<file path="src/rtl/sstx_pkg.sv">
// Shared register addresses and control-word bit positions for the serial
// transmitter. Assumes a 2-bit register address.
package sstx_pkg;
    localparam logic [1:0] ADDR_CTRL = 2'd0;
    localparam logic [1:0] ADDR_DIV  = 2'd1;
    localparam logic [1:0] ADDR_DATA = 2'd2;
    localparam int CTL_EN     = 0;
    localparam int CTL_LSB    = 1;
    localparam int CTL_FALL   = 2;
    localparam int CTL_LEN_LO = 4;
endpackage

</file>
<file path="src/rtl/sstx_fifo.sv">
// Word FIFO for the transmitter. A push when full and a pop when empty are
// ignored. The head word is read combinationally. A flush empties the FIFO
// synchronously.
module sstx_fifo #(
    parameter int W     = 16,
    parameter int DEPTH = 4
) (
    input  logic         clk,
    input  logic         rst_n,
    input  logic         flush,
    input  logic         push,
    input  logic [W-1:0] din,
    input  logic         pop,
    output logic [W-1:0] dout,
    output logic         empty,
    output logic         full
);
    localparam int PTR_W = (DEPTH > 1) ? $clog2(DEPTH) : 1;
    localparam int CNT_W = $clog2(DEPTH + 1);

    logic [W-1:0]     mem [DEPTH];
    logic [PTR_W-1:0] wp, rp;
    logic [CNT_W-1:0] cnt;
    logic             do_push, do_pop;

    assign empty   = (cnt == '0);
    assign full    = (cnt == CNT_W'(DEPTH));
    assign do_push = push && !full;
    assign do_pop  = pop && !empty;
    assign dout    = mem[rp];

    // Store the pushed word at the write pointer.
    always_ff @(posedge clk) begin
        if (do_push) mem[wp] <= din;
    end

    // Advance the pointers and the occupancy count.
    always_ff @(posedge clk) begin
        if (!rst_n || flush) begin
            wp  <= '0;
            rp  <= '0;
            cnt <= '0;
        end else begin
            if (do_push) wp <= (wp == PTR_W'(DEPTH - 1)) ? '0 : wp + 1'b1;
            if (do_pop)  rp <= (rp == PTR_W'(DEPTH - 1)) ? '0 : rp + 1'b1;
            if (do_push && !do_pop)      cnt <= cnt + 1'b1;
            else if (do_pop && !do_push) cnt <= cnt - 1'b1;
        end
    end

    a_r12_count_bound: assert property (@(posedge clk) disable iff (!rst_n)
        cnt <= CNT_W'(DEPTH));
    a_r10_full_push_dropped: assert property (@(posedge clk) disable iff (!rst_n)
        (full && push && !pop && !flush) |=> full);
endmodule

</file>
<file path="src/rtl/sstx_clkgen.sv">
// Serial clock generator. While run is high, it toggles a phase every DIV+1
// system cycles. drv_tick marks the system cycle whose edge makes the
// driving transition. The output edge sense is set by inverting the phase.
// Assumes run low holds the generator at rest.
module sstx_clkgen #(
    parameter int DIV_W = 8
) (
    input  logic             clk,
    input  logic             rst_n,
    input  logic             run,
    input  logic [DIV_W-1:0] div,
    input  logic             fall_drive,
    output logic             drv_tick,
    output logic             ser_clk
);
    logic [DIV_W-1:0] cnt;
    logic             ph;

    assign drv_tick = run && (cnt == div) && !ph;
    assign ser_clk  = ph ^ fall_drive;

    // Count out the half period and toggle the phase at its end.
    always_ff @(posedge clk) begin
        if (!rst_n || !run) begin
            cnt <= '0;
            ph  <= 1'b0;
        end else if (cnt == div) begin
            cnt <= '0;
            ph  <= ~ph;
        end else begin
            cnt <= cnt + 1'b1;
        end
    end

    a_r2_tick_spacing: assert property (@(posedge clk) disable iff (!rst_n)
        drv_tick |=> !drv_tick);
    a_r11_rest_phase: assert property (@(posedge clk) disable iff (!rst_n)
        !run |=> (ph == 1'b0));
endmodule

</file>
<file path="src/rtl/sstx_shifter.sv">
// Transmit shift engine. On each driving tick it either sends the next bit
// or, when idle, drives the line low. It loads a new word from the FIFO
// head during the last bit or the idle period, and raises frame sync for
// that period. MSB-first words are left-aligned at load. The bit order is
// latched per word.
module sstx_shifter #(
    parameter int W     = 16,
    parameter int LEN_W = 5
) (
    input  logic             clk,
    input  logic             rst_n,
    input  logic             run,
    input  logic             drv_tick,
    input  logic             lsb_first,
    input  logic [LEN_W-1:0] word_len,
    input  logic             fifo_empty,
    input  logic [W-1:0]     fifo_dout,
    output logic             pop,
    output logic             ser_dat,
    output logic             ser_fs
);
    logic [W-1:0]     sh;
    logic [LEN_W-1:0] rem;
    logic             ord_lsb;
    logic             cur_bit;
    logic             load_slot;
    logic [W-1:0]     load_val;

    assign cur_bit   = ord_lsb ? sh[0] : sh[W-1];
    assign load_slot = (rem == '0) || (rem == LEN_W'(1));
    assign pop       = drv_tick && !fifo_empty && load_slot;
    assign load_val  = lsb_first ? fifo_dout
                                 : (fifo_dout << (LEN_W'(W) - word_len));

    // Send bits, load words and frame them on each driving tick.
    always_ff @(posedge clk) begin
        if (!rst_n || !run) begin
            sh      <= '0;
            rem     <= '0;
            ord_lsb <= 1'b0;
            ser_dat <= 1'b0;
            ser_fs  <= 1'b0;
        end else if (drv_tick) begin
            ser_dat <= (rem != '0) ? cur_bit : 1'b0;
            if (pop) begin
                sh      <= load_val;
                ord_lsb <= lsb_first;
                rem     <= word_len;
                ser_fs  <= 1'b1;
            end else begin
                ser_fs <= 1'b0;
                if (rem != '0) begin
                    sh  <= ord_lsb ? (sh >> 1) : (sh << 1);
                    rem <= rem - 1'b1;
                end
            end
        end
    end

    a_r3_hold_between_ticks: assert property (@(posedge clk) disable iff (!rst_n)
        (run && !drv_tick) |=> ($stable(ser_dat) && $stable(ser_fs)));
endmodule

</file>
<file path="src/rtl/sstx_port.sv">
// Synchronous serial transmitter top. It holds the control and divisor
// registers and the sticky overflow flag, and connects the FIFO, clock
// generator and shift engine. Assumes software does not change the
// mode bits while enabled.
module sstx_port #(
    parameter int DATA_W     = 16,
    parameter int FIFO_DEPTH = 4,
    parameter int DIV_W      = 8
) (
    input  logic              clk,
    input  logic              rst_n,
    input  logic              wr_en,
    input  logic [1:0]        wr_addr,
    input  logic [DATA_W-1:0] wr_data,
    output logic              ser_clk,
    output logic              ser_dat,
    output logic              ser_fs,
    output logic              tx_req,
    output logic              ovf_flag
);
    import sstx_pkg::*;

    localparam int LEN_W  = $clog2(DATA_W + 1);
    localparam int LENF_W = $clog2(DATA_W);

    logic              ctl_en, ctl_lsb, ctl_fall;
    logic [LENF_W-1:0] ctl_lenf;
    logic [DIV_W-1:0]  div_q;
    logic              ovf_q;
    logic [LEN_W-1:0]  word_len;
    logic              data_wr, fifo_push, fifo_pop, fifo_empty, fifo_full;
    logic [DATA_W-1:0] fifo_dout;
    logic              drv_tick;

    assign data_wr   = wr_en && (wr_addr == ADDR_DATA);
    assign fifo_push = data_wr && ctl_en;
    assign tx_req    = ctl_en && !fifo_full;
    assign ovf_flag  = ovf_q;

    // Word length from the field, with short settings clamped to 3 bits.
    always_comb begin
        if (ctl_lenf < LENF_W'(2)) word_len = LEN_W'(3);
        else                       word_len = LEN_W'(ctl_lenf) + 1'b1;
    end

    // Load the control and divisor registers from the write interface.
    always_ff @(posedge clk) begin
        if (!rst_n) begin
            ctl_en   <= 1'b0;
            ctl_lsb  <= 1'b0;
            ctl_fall <= 1'b0;
            ctl_lenf <= '0;
            div_q    <= '0;
        end else if (wr_en && wr_addr == ADDR_CTRL) begin
            ctl_en   <= wr_data[CTL_EN];
            ctl_lsb  <= wr_data[CTL_LSB];
            ctl_fall <= wr_data[CTL_FALL];
            ctl_lenf <= wr_data[CTL_LEN_LO +: LENF_W];
        end else if (wr_en && wr_addr == ADDR_DIV) begin
            div_q    <= wr_data[DIV_W-1:0];
        end
    end

    // Latch a dropped write to a full FIFO until reset.
    always_ff @(posedge clk) begin
        if (!rst_n)                      ovf_q <= 1'b0;
        else if (fifo_push && fifo_full) ovf_q <= 1'b1;
    end

    sstx_fifo #(.W(DATA_W), .DEPTH(FIFO_DEPTH)) u_fifo (
        .clk(clk), .rst_n(rst_n), .flush(!ctl_en),
        .push(fifo_push), .din(wr_data), .pop(fifo_pop),
        .dout(fifo_dout), .empty(fifo_empty), .full(fifo_full)
    );

    sstx_clkgen #(.DIV_W(DIV_W)) u_clkgen (
        .clk(clk), .rst_n(rst_n), .run(ctl_en), .div(div_q),
        .fall_drive(ctl_fall), .drv_tick(drv_tick), .ser_clk(ser_clk)
    );

    sstx_shifter #(.W(DATA_W), .LEN_W(LEN_W)) u_shift (
        .clk(clk), .rst_n(rst_n), .run(ctl_en), .drv_tick(drv_tick),
        .lsb_first(ctl_lsb), .word_len(word_len),
        .fifo_empty(fifo_empty), .fifo_dout(fifo_dout),
        .pop(fifo_pop), .ser_dat(ser_dat), .ser_fs(ser_fs)
    );

    a_r11_disabled_quiet: assert property (@(posedge clk) disable iff (!rst_n)
        !ctl_en |=> (!ser_fs && !ser_dat));
    a_r10_ovf_sticky: assert property (@(posedge clk) disable iff (!rst_n)
        ovf_q |=> ovf_q);
endmodule

</file>
<file path="config.mk">
export PLATFORM = sky130hd
export DESIGN_NAME = sstx_port
export DESIGN_NICKNAME = d
export VERILOG_FILES = /design/src/rtl/sstx_pkg.sv /design/src/rtl/sstx_fifo.sv /design/src/rtl/sstx_clkgen.sv /design/src/rtl/sstx_shifter.sv /design/src/rtl/sstx_port.sv
export SDC_FILE = /design/constraint.sdc
export NUM_CORES = 1
export LEC_CHECK = 0
export ABC_AREA = 0
export BUFFER_PORTS_ARGS = -buffer_cell sky130_fd_sc_hd__buf_2
export CAP_MARGIN = 10
export CORE_MARGIN = 1.5
export CORE_UTILIZATION = 66
export DETAILED_ROUTE_END_ITERATION = 16
export GPL_TIMING_DRIVEN = 0
export PLACE_DENSITY = 0.84
export SKIP_CTS_REPAIR_TIMING = 1
export SYNTH_ARGS = -nofsm -noshare
export SYNTH_HDL_FRONTEND = slang
export SYNTH_SLANG_ARGS = --single-unit
</file>
<file path="constraint.sdc">
create_clock -name clk -period 4.1 [get_ports clk]
set_input_delay 0.41 -clock clk [delete_from_list [all_inputs] [get_ports clk]]
set_output_delay 0.41 -clock clk [all_outputs]
set_load 0.02 [all_outputs]
</file>
== Yosys cells after proc, flatten, opt, wreduce, memory -nomap -nowiden ==
Memories as Yosys holds them, arrays and structs flattened. A register that Yosys moved wholly into a read port is not among the register bits.
Cells that the tools add are included.
W data, S select, Z words.

* Bits in registers: 56
* Bits in writable memories: 64
* Bits of input ports: 21
* Output and inout port bits: 5
* Word-level logic and storage cells: 88
* Memories kept: 1

{| class="wikitable"
|+ Memories
! name !! words !! bits a word !! read ports !! clocked after memory_dff !! write ports !! line !! RTL
|-
| u_fifo.mem || 4 || 16 || 1 || 1 || 1 || sstx_fifo.sv:21 || <nowiki>logic [W-1:0] mem [DEPTH];</nowiki>
|}

* $add $sub $neg: 8
* Magnitude comparators: 1
* Equality and inequality tests: 7
* Shift-type cells: 1
* Multiplexer cells: 18
* Bitwise operators: 3
* Reduce and logical (&&, ||, !) cells: 33

{| class="wikitable"
|+ Operators with widths
! operator !! number
|-
| $mux W16 || 4
|-
| $shl A16 B5 Y16 || 1
|-
| $mux W5 || 3
|-
| $logic_and A1 B1 Y1 || 14
|-
| $add A8 B1 Y8 const B || 1
|-
| $eq A8 B8 Y1 || 1
|-
| $mux W2 || 4
|-
| $logic_not A1 Y1 || 7
|-
| $eq A2 B2 Y1 const B || 3
|-
| $mux W3 || 2
|-
| $reduce_and A2 Y1 || 3
|-
| $add A4 B1 Y5 const B || 1
|-
| $eq A5 B1 Y1 const B || 1
|-
| $logic_not A5 Y1 || 1
|-
| $mux W1 || 5
|-
| $reduce_bool A5 Y1 || 1
|-
| $sub A5 B1 Y5 const B || 1
|-
| $sub A5 B5 Y5 const A || 1
|-
| $add A2 B1 Y2 const B || 2
|-
| $lt A4 B2 Y1 const B || 1
|-
| $reduce_bool A2 Y1 || 2
|-
| $add A3 B1 Y3 const B || 1
|-
| $eq A3 B3 Y1 const B || 1
|-
| $logic_not A3 Y1 || 1
|-
| 7 further kinds || 9
|}

== Depth between registers and ports, before layout ==
* Depth in word-level cells: 9
* Gate-level depth with buffers: 12

== Cells and area by module ==
A second synthesis with hierarchy kept.

* Cell total of the unflattened synthesis: 523
* Area total of the unflattened synthesis: 6194.7 um^2

{| class="wikitable"
|+ By module, submodules not included
! module !! times used !! cells an instance !! area an instance (um^2)
|-
| sstx_fifo || 1 || 134 || 2783.9
|-
| sstx_shifter || 1 || 262 || 2245.9
|-
| sstx_port || 1 || 77 || 720.7
|-
| sstx_clkgen || 1 || 50 || 444.2
|}

== Worst setup path after synthesis ==
No wires, ideal clock.

* Kind: reg2reg
* From: reg ctl_lenf[1]
* To: reg u_shift.sh[3]
* Data arrival time: 2611 ps
* Data required time: 4022 ps
* Path slack: 1411 ps
* Cell stages (with the launch flop): 11
* Period minus slack after synthesis: 2689 ps
* Cells stage by stage: dfxtp_1 buf_6 o31ai_4 inv_1 buf_2 ha_1 mux2_2 a31oi_1 nor3b_4 a311oi_1 nor3_1

* Cells in the longest elaborated chain, start to end: 6

{| class="wikitable"
|+ RTL lines
! item !! line !! RTL
|-
| start: declaration || sstx_port.sv:27 || <nowiki>logic [LENF_W-1:0] ctl_lenf;</nowiki>
|-
| start signal: assignment || sstx_port.sv:58 || <nowiki>ctl_lenf <= wr_data[CTL_LEN_LO +: LENF_W];</nowiki>
|-
| $add A4 B1 Y5 / $lt A4 B2 Y1 (equally long branches) || sstx_port.sv:43, sstx_port.sv:42 ||
|-
| $mux W5 (*) || sstx_port.sv:42 || <nowiki>if (ctl_lenf < LENF_W'(2)) word_len = LEN_W'(3);</nowiki>
|-
| $sub A5 B5 Y5 (*) || sstx_shifter.sv:33 || <nowiki>: (fifo_dout << (LEN_W'(W) - word_len));</nowiki>
|-
| $shl A16 B5 Y16 (*) || sstx_shifter.sv:33 ||
|-
| $mux W16 (*) || sstx_shifter.sv:32 || <nowiki>assign load_val = lsb_first ? fifo_dout</nowiki>
|-
| $mux W16 (*) || sstx_shifter.sv:45 || <nowiki>if (pop) begin</nowiki>
|-
| end signal: assignment || sstx_shifter.sv:46 || <nowiki>sh <= load_val;</nowiki>
|-
| end signal: assignment || sstx_shifter.sv:53 || <nowiki>sh <= ord_lsb ? (sh >> 1) : (sh << 1);</nowiki>
|-
| end: declaration || sstx_shifter.sv:22 || <nowiki>logic [W-1:0] sh;</nowiki>
|}

Mark *: on every way between the ends. The rest lies on a longest branch, timed or not.
A chain may end at the register's enable or synchronous reset.

== Worst setup path after layout ==
* From: reg ctl_lenf[1]
* To: reg u_shift.sh[1]

The elaborated chain is that of the path after synthesis.

==> metrics.md <==
| Metric | Value |
|---|---|
| Synth async-reset ratio | 0% |
| CP Class | flip-flop to flip-flop |
| Syn Nets | just under 600 |
| Worst path max stage delay | 660 ps |
| Placement Cell Area | ~6400 um2 |
| Slack of the critical path | about 860 ps |
| Seq/Total Area, Yosys | 49.8% |
| EDFF count, synth | between 60 and 70 |
| Reg clk slew, reported paths | roughly 70 ps |
| Maxcap violations | 0 |
| Mean post-synth cell area | 11.3 um2 |
| Layout cells sized above 1 | 18.0% |
| Synth warn | 0 |
| CTS Buf Count | 17 |
| Skew-Pair Late Insertion Delay | between 500 and 600 ps |
| Antenna violations before repair | 0 |
| Setup Viol. Count Final | 0 |
| Synth cell types | slightly above 60 |
| Clock skew | about 12 ps |
| Worst Path Arrival | 3690 ps |
| Top-count cell post-synth | edfxtp_1 |
| CTS Root Cell | clkbuf_8 |
| Post-synth top area cell | edfxtp_1 |
| Synth Flop Type | edfxtp_1 |
| Gate Count Post-Synth | 550 |
| N_diodes | 0 |
| Area share of the largest cell type after synthesis | about 31% |
| Vias in the first global route | 4,610 |
| Placer congestion estimate | about 0.91 |
| ANT nets after route | 0 |
| Min-Delay Path Class | input port to flip-flop |
| I/O Buffers | 24 |
| Area contributors post-synth | edfxtp_1 31%, dfxtp_1 19%, mux2i_1 7.9% |
| VDD IR max | between 0.4 and 0.5 mV |
| Status | completed |
| Final WL | approximately 16,000 um |
| Top-Level Pins | 26 |
| Vias | ~4,700 |
| Endpoint class of the critical path | flip-flop |
| HPWL after DPL | about 10,000 um |
| Max Clk Rate | ~0.31 GHz |
| Setup TNS | 0 ps |
| Nets | roughly 630 |
| Min cycle time layout | 3240 ps |
| First-pass GRT wire length | 24,600 um |
| CTS Buffer Depth | 2 |
| DRC Markers | 0 |
| Crit Path Max Fanout | 10 |
| Crit start category | flip-flop |
| M1 wire length | between 6000 and 7000 um |
| GR Util All Layers | roughly a third |
| Pwr dens | 411 nW/um2 |
| Vias per inst | approximately 6.6 |
| Finished Cell Area | 7020 um2 |
| DR WL met3 | a little over 1000 um |
| GRT overflow | 0 |
| Pleak | approximately 2.6 nW |
| Rel. slew slack | a little over two fifths |
| Slew Viols, Final | 0 |
| Routed wire per std cell | 22.2 um |
| DR top layer | met4 |
| Pre-CTS setup slack | 976 ps |
| Slowest cell on the critical path | a31oi_1 |
| Slew @ Worst Pin | approximately 860 ps |
| Required time of the worst setup path | 4550 ps |
| RSZ-0062 raised after global routing | false |
| Area grow syn2layout | 13.4% |
| Die Y-Extent | approximately 100 um |
| Synthesized flop and latch total | approximately 120 |
| Post-synth top cells | 64 x edfxtp_1, 58 x dfxtp_1, 49 x mux2i_1, 48 x nor2_1, 30 x nand2_1 |
| Core area | ~9200 um2 |
| FP Rows | 35 |
| Critical path, cell by cell | buf_6, o31ai_4, inv_1, buf_2, ha_1, mux2_2, a31oi_1, nor3b_4, a311oi_1, nor3_1 |
| Initial DRC count | 331 |
| Fin crit share | 79.0% |
| DRT Pass-1 Iters | 5 |
| Initial Utilization | ~68% |
| CTS tree | built |
| Die Wd | about 100 um |
| DR WL met2 | approximately 8000 um |
| Die ar. | 9970 um2 |
| CTS HTree Levels | 4 |
| Clock sinks | 122 |
| Largest net degree at the start of global routing | 17 |
| Final hold violations | 0 |
| Post-Syn Area | 6190 um2 |
==> report_power, final <==
group	total, mW	switching (mW)	internal (mW)
sequential	1.29	0.00546	1.29
clock	1.46	0.630	0.827
combinational	0.137	0.0860	0.0508
==> worst max-delay path: cells and delay by family (launching register included) <==
family / cells / cell delay [ps]
compound gates: 3 / 1140
flops: 1 / 330
buf+inv: 3 / 510
fa+ha+maj: 1 / 260
simple gates: 2 / 630
mux: 1 / 280
==> area by class of cell <==
class	count	area, um2
Sequential cell	122	3080
Multi-Input combinational cell	380	2860
Fill cell	530	2130
Clock buffer	17	414
Buffer	35	194
Clock inverter	15	159
Tap cell	111	139
Timing Repair Buffer	24	120
Inverter	13	48.8
==> flip-flops by register name, summed over array words and instances (netlist names), named ones only <==
signal           cells
ctl_en               1
ctl_fall             1
ctl_lenf             4
ctl_lsb              1
div_q                8
ovf_flag             1
u_clkgen.cnt         8
u_clkgen.ph          1
u_fifo.cnt           3
u_fifo.mem          64
u_fifo.rp            2
u_fifo.wp            2
u_shift.ord_lsb      1
u_shift.rem          5
u_shift.ser_dat      1
u_shift.ser_fs       1
u_shift.sh          16
==> logic make-up after synthesis <==
family,share of synthesized area (%)
fa+ha+maj,2.75
xor+xnor,3.11
buf+inv,3.92
compound gates,9.81
flops,49.8
simple gates,14.3
mux,16.3
==> placed cells by master (no fill, tap or decap), drive strengths merged, types with 5 or more instances in the layout <==
master,synthesis,layout
nand3,24,24
nand2,30,30
clkbuf,20,37
mux2i,49,49
inv,13,19
and2,6,6
a311oi,6,6
mux2,12,12
nor3b,5,5
nor2,48,48
ha,12,12
xor2,17,17
a21oi,21,21
a211oi,7,7
nor2b,18,18
edfxtp,64,64
buf,15,39
dfxtp,58,58
o21ai,29,29
and3,8,8
a31oi,11,11
nor3,21,21
clkinv,0,5
xnor2,5,5
mux4,17,17
==> path summary, 6_finish.rpt <==
check	start	end	slack (ps)	cells after the start
max	ctl_lenf[1]	u_shift.sh[1]	860	10
min	wr_data[14]	u_fifo.mem[0][14]	90	1
min reg2reg	ovf_flag	ovf_flag	480	1
max reg2reg	ctl_lenf[1]	u_shift.sh[1]	860	10
==> stage by stage <==
stage | total power [mW] | hold WS, ps | instances | utilization (%)
2_1_floorplan | 1.41 | 445 | 550 | -
3_3_place_gp | 1.44 | 443 | 685 | 70.4
3_5_place_dp | 1.45 | 461 | 685 | 70.4
4_1_cts | 2.89 | 76.0 | 717 | 76.7
5_1_grt | 2.95 | 71.3 | 717 | 76.7
6_report | 2.89 | 86.1 | 717 | 76.7
==> layer usage <==
metal	GRT usage, %	vias to the layer above
met5	0	-
met4	17.7	0
met3	7.80	55
met2	55.7	238
met1	40.6	2297
li1	-	2115
No activity file was read; power rests on OpenSTA's default activity.
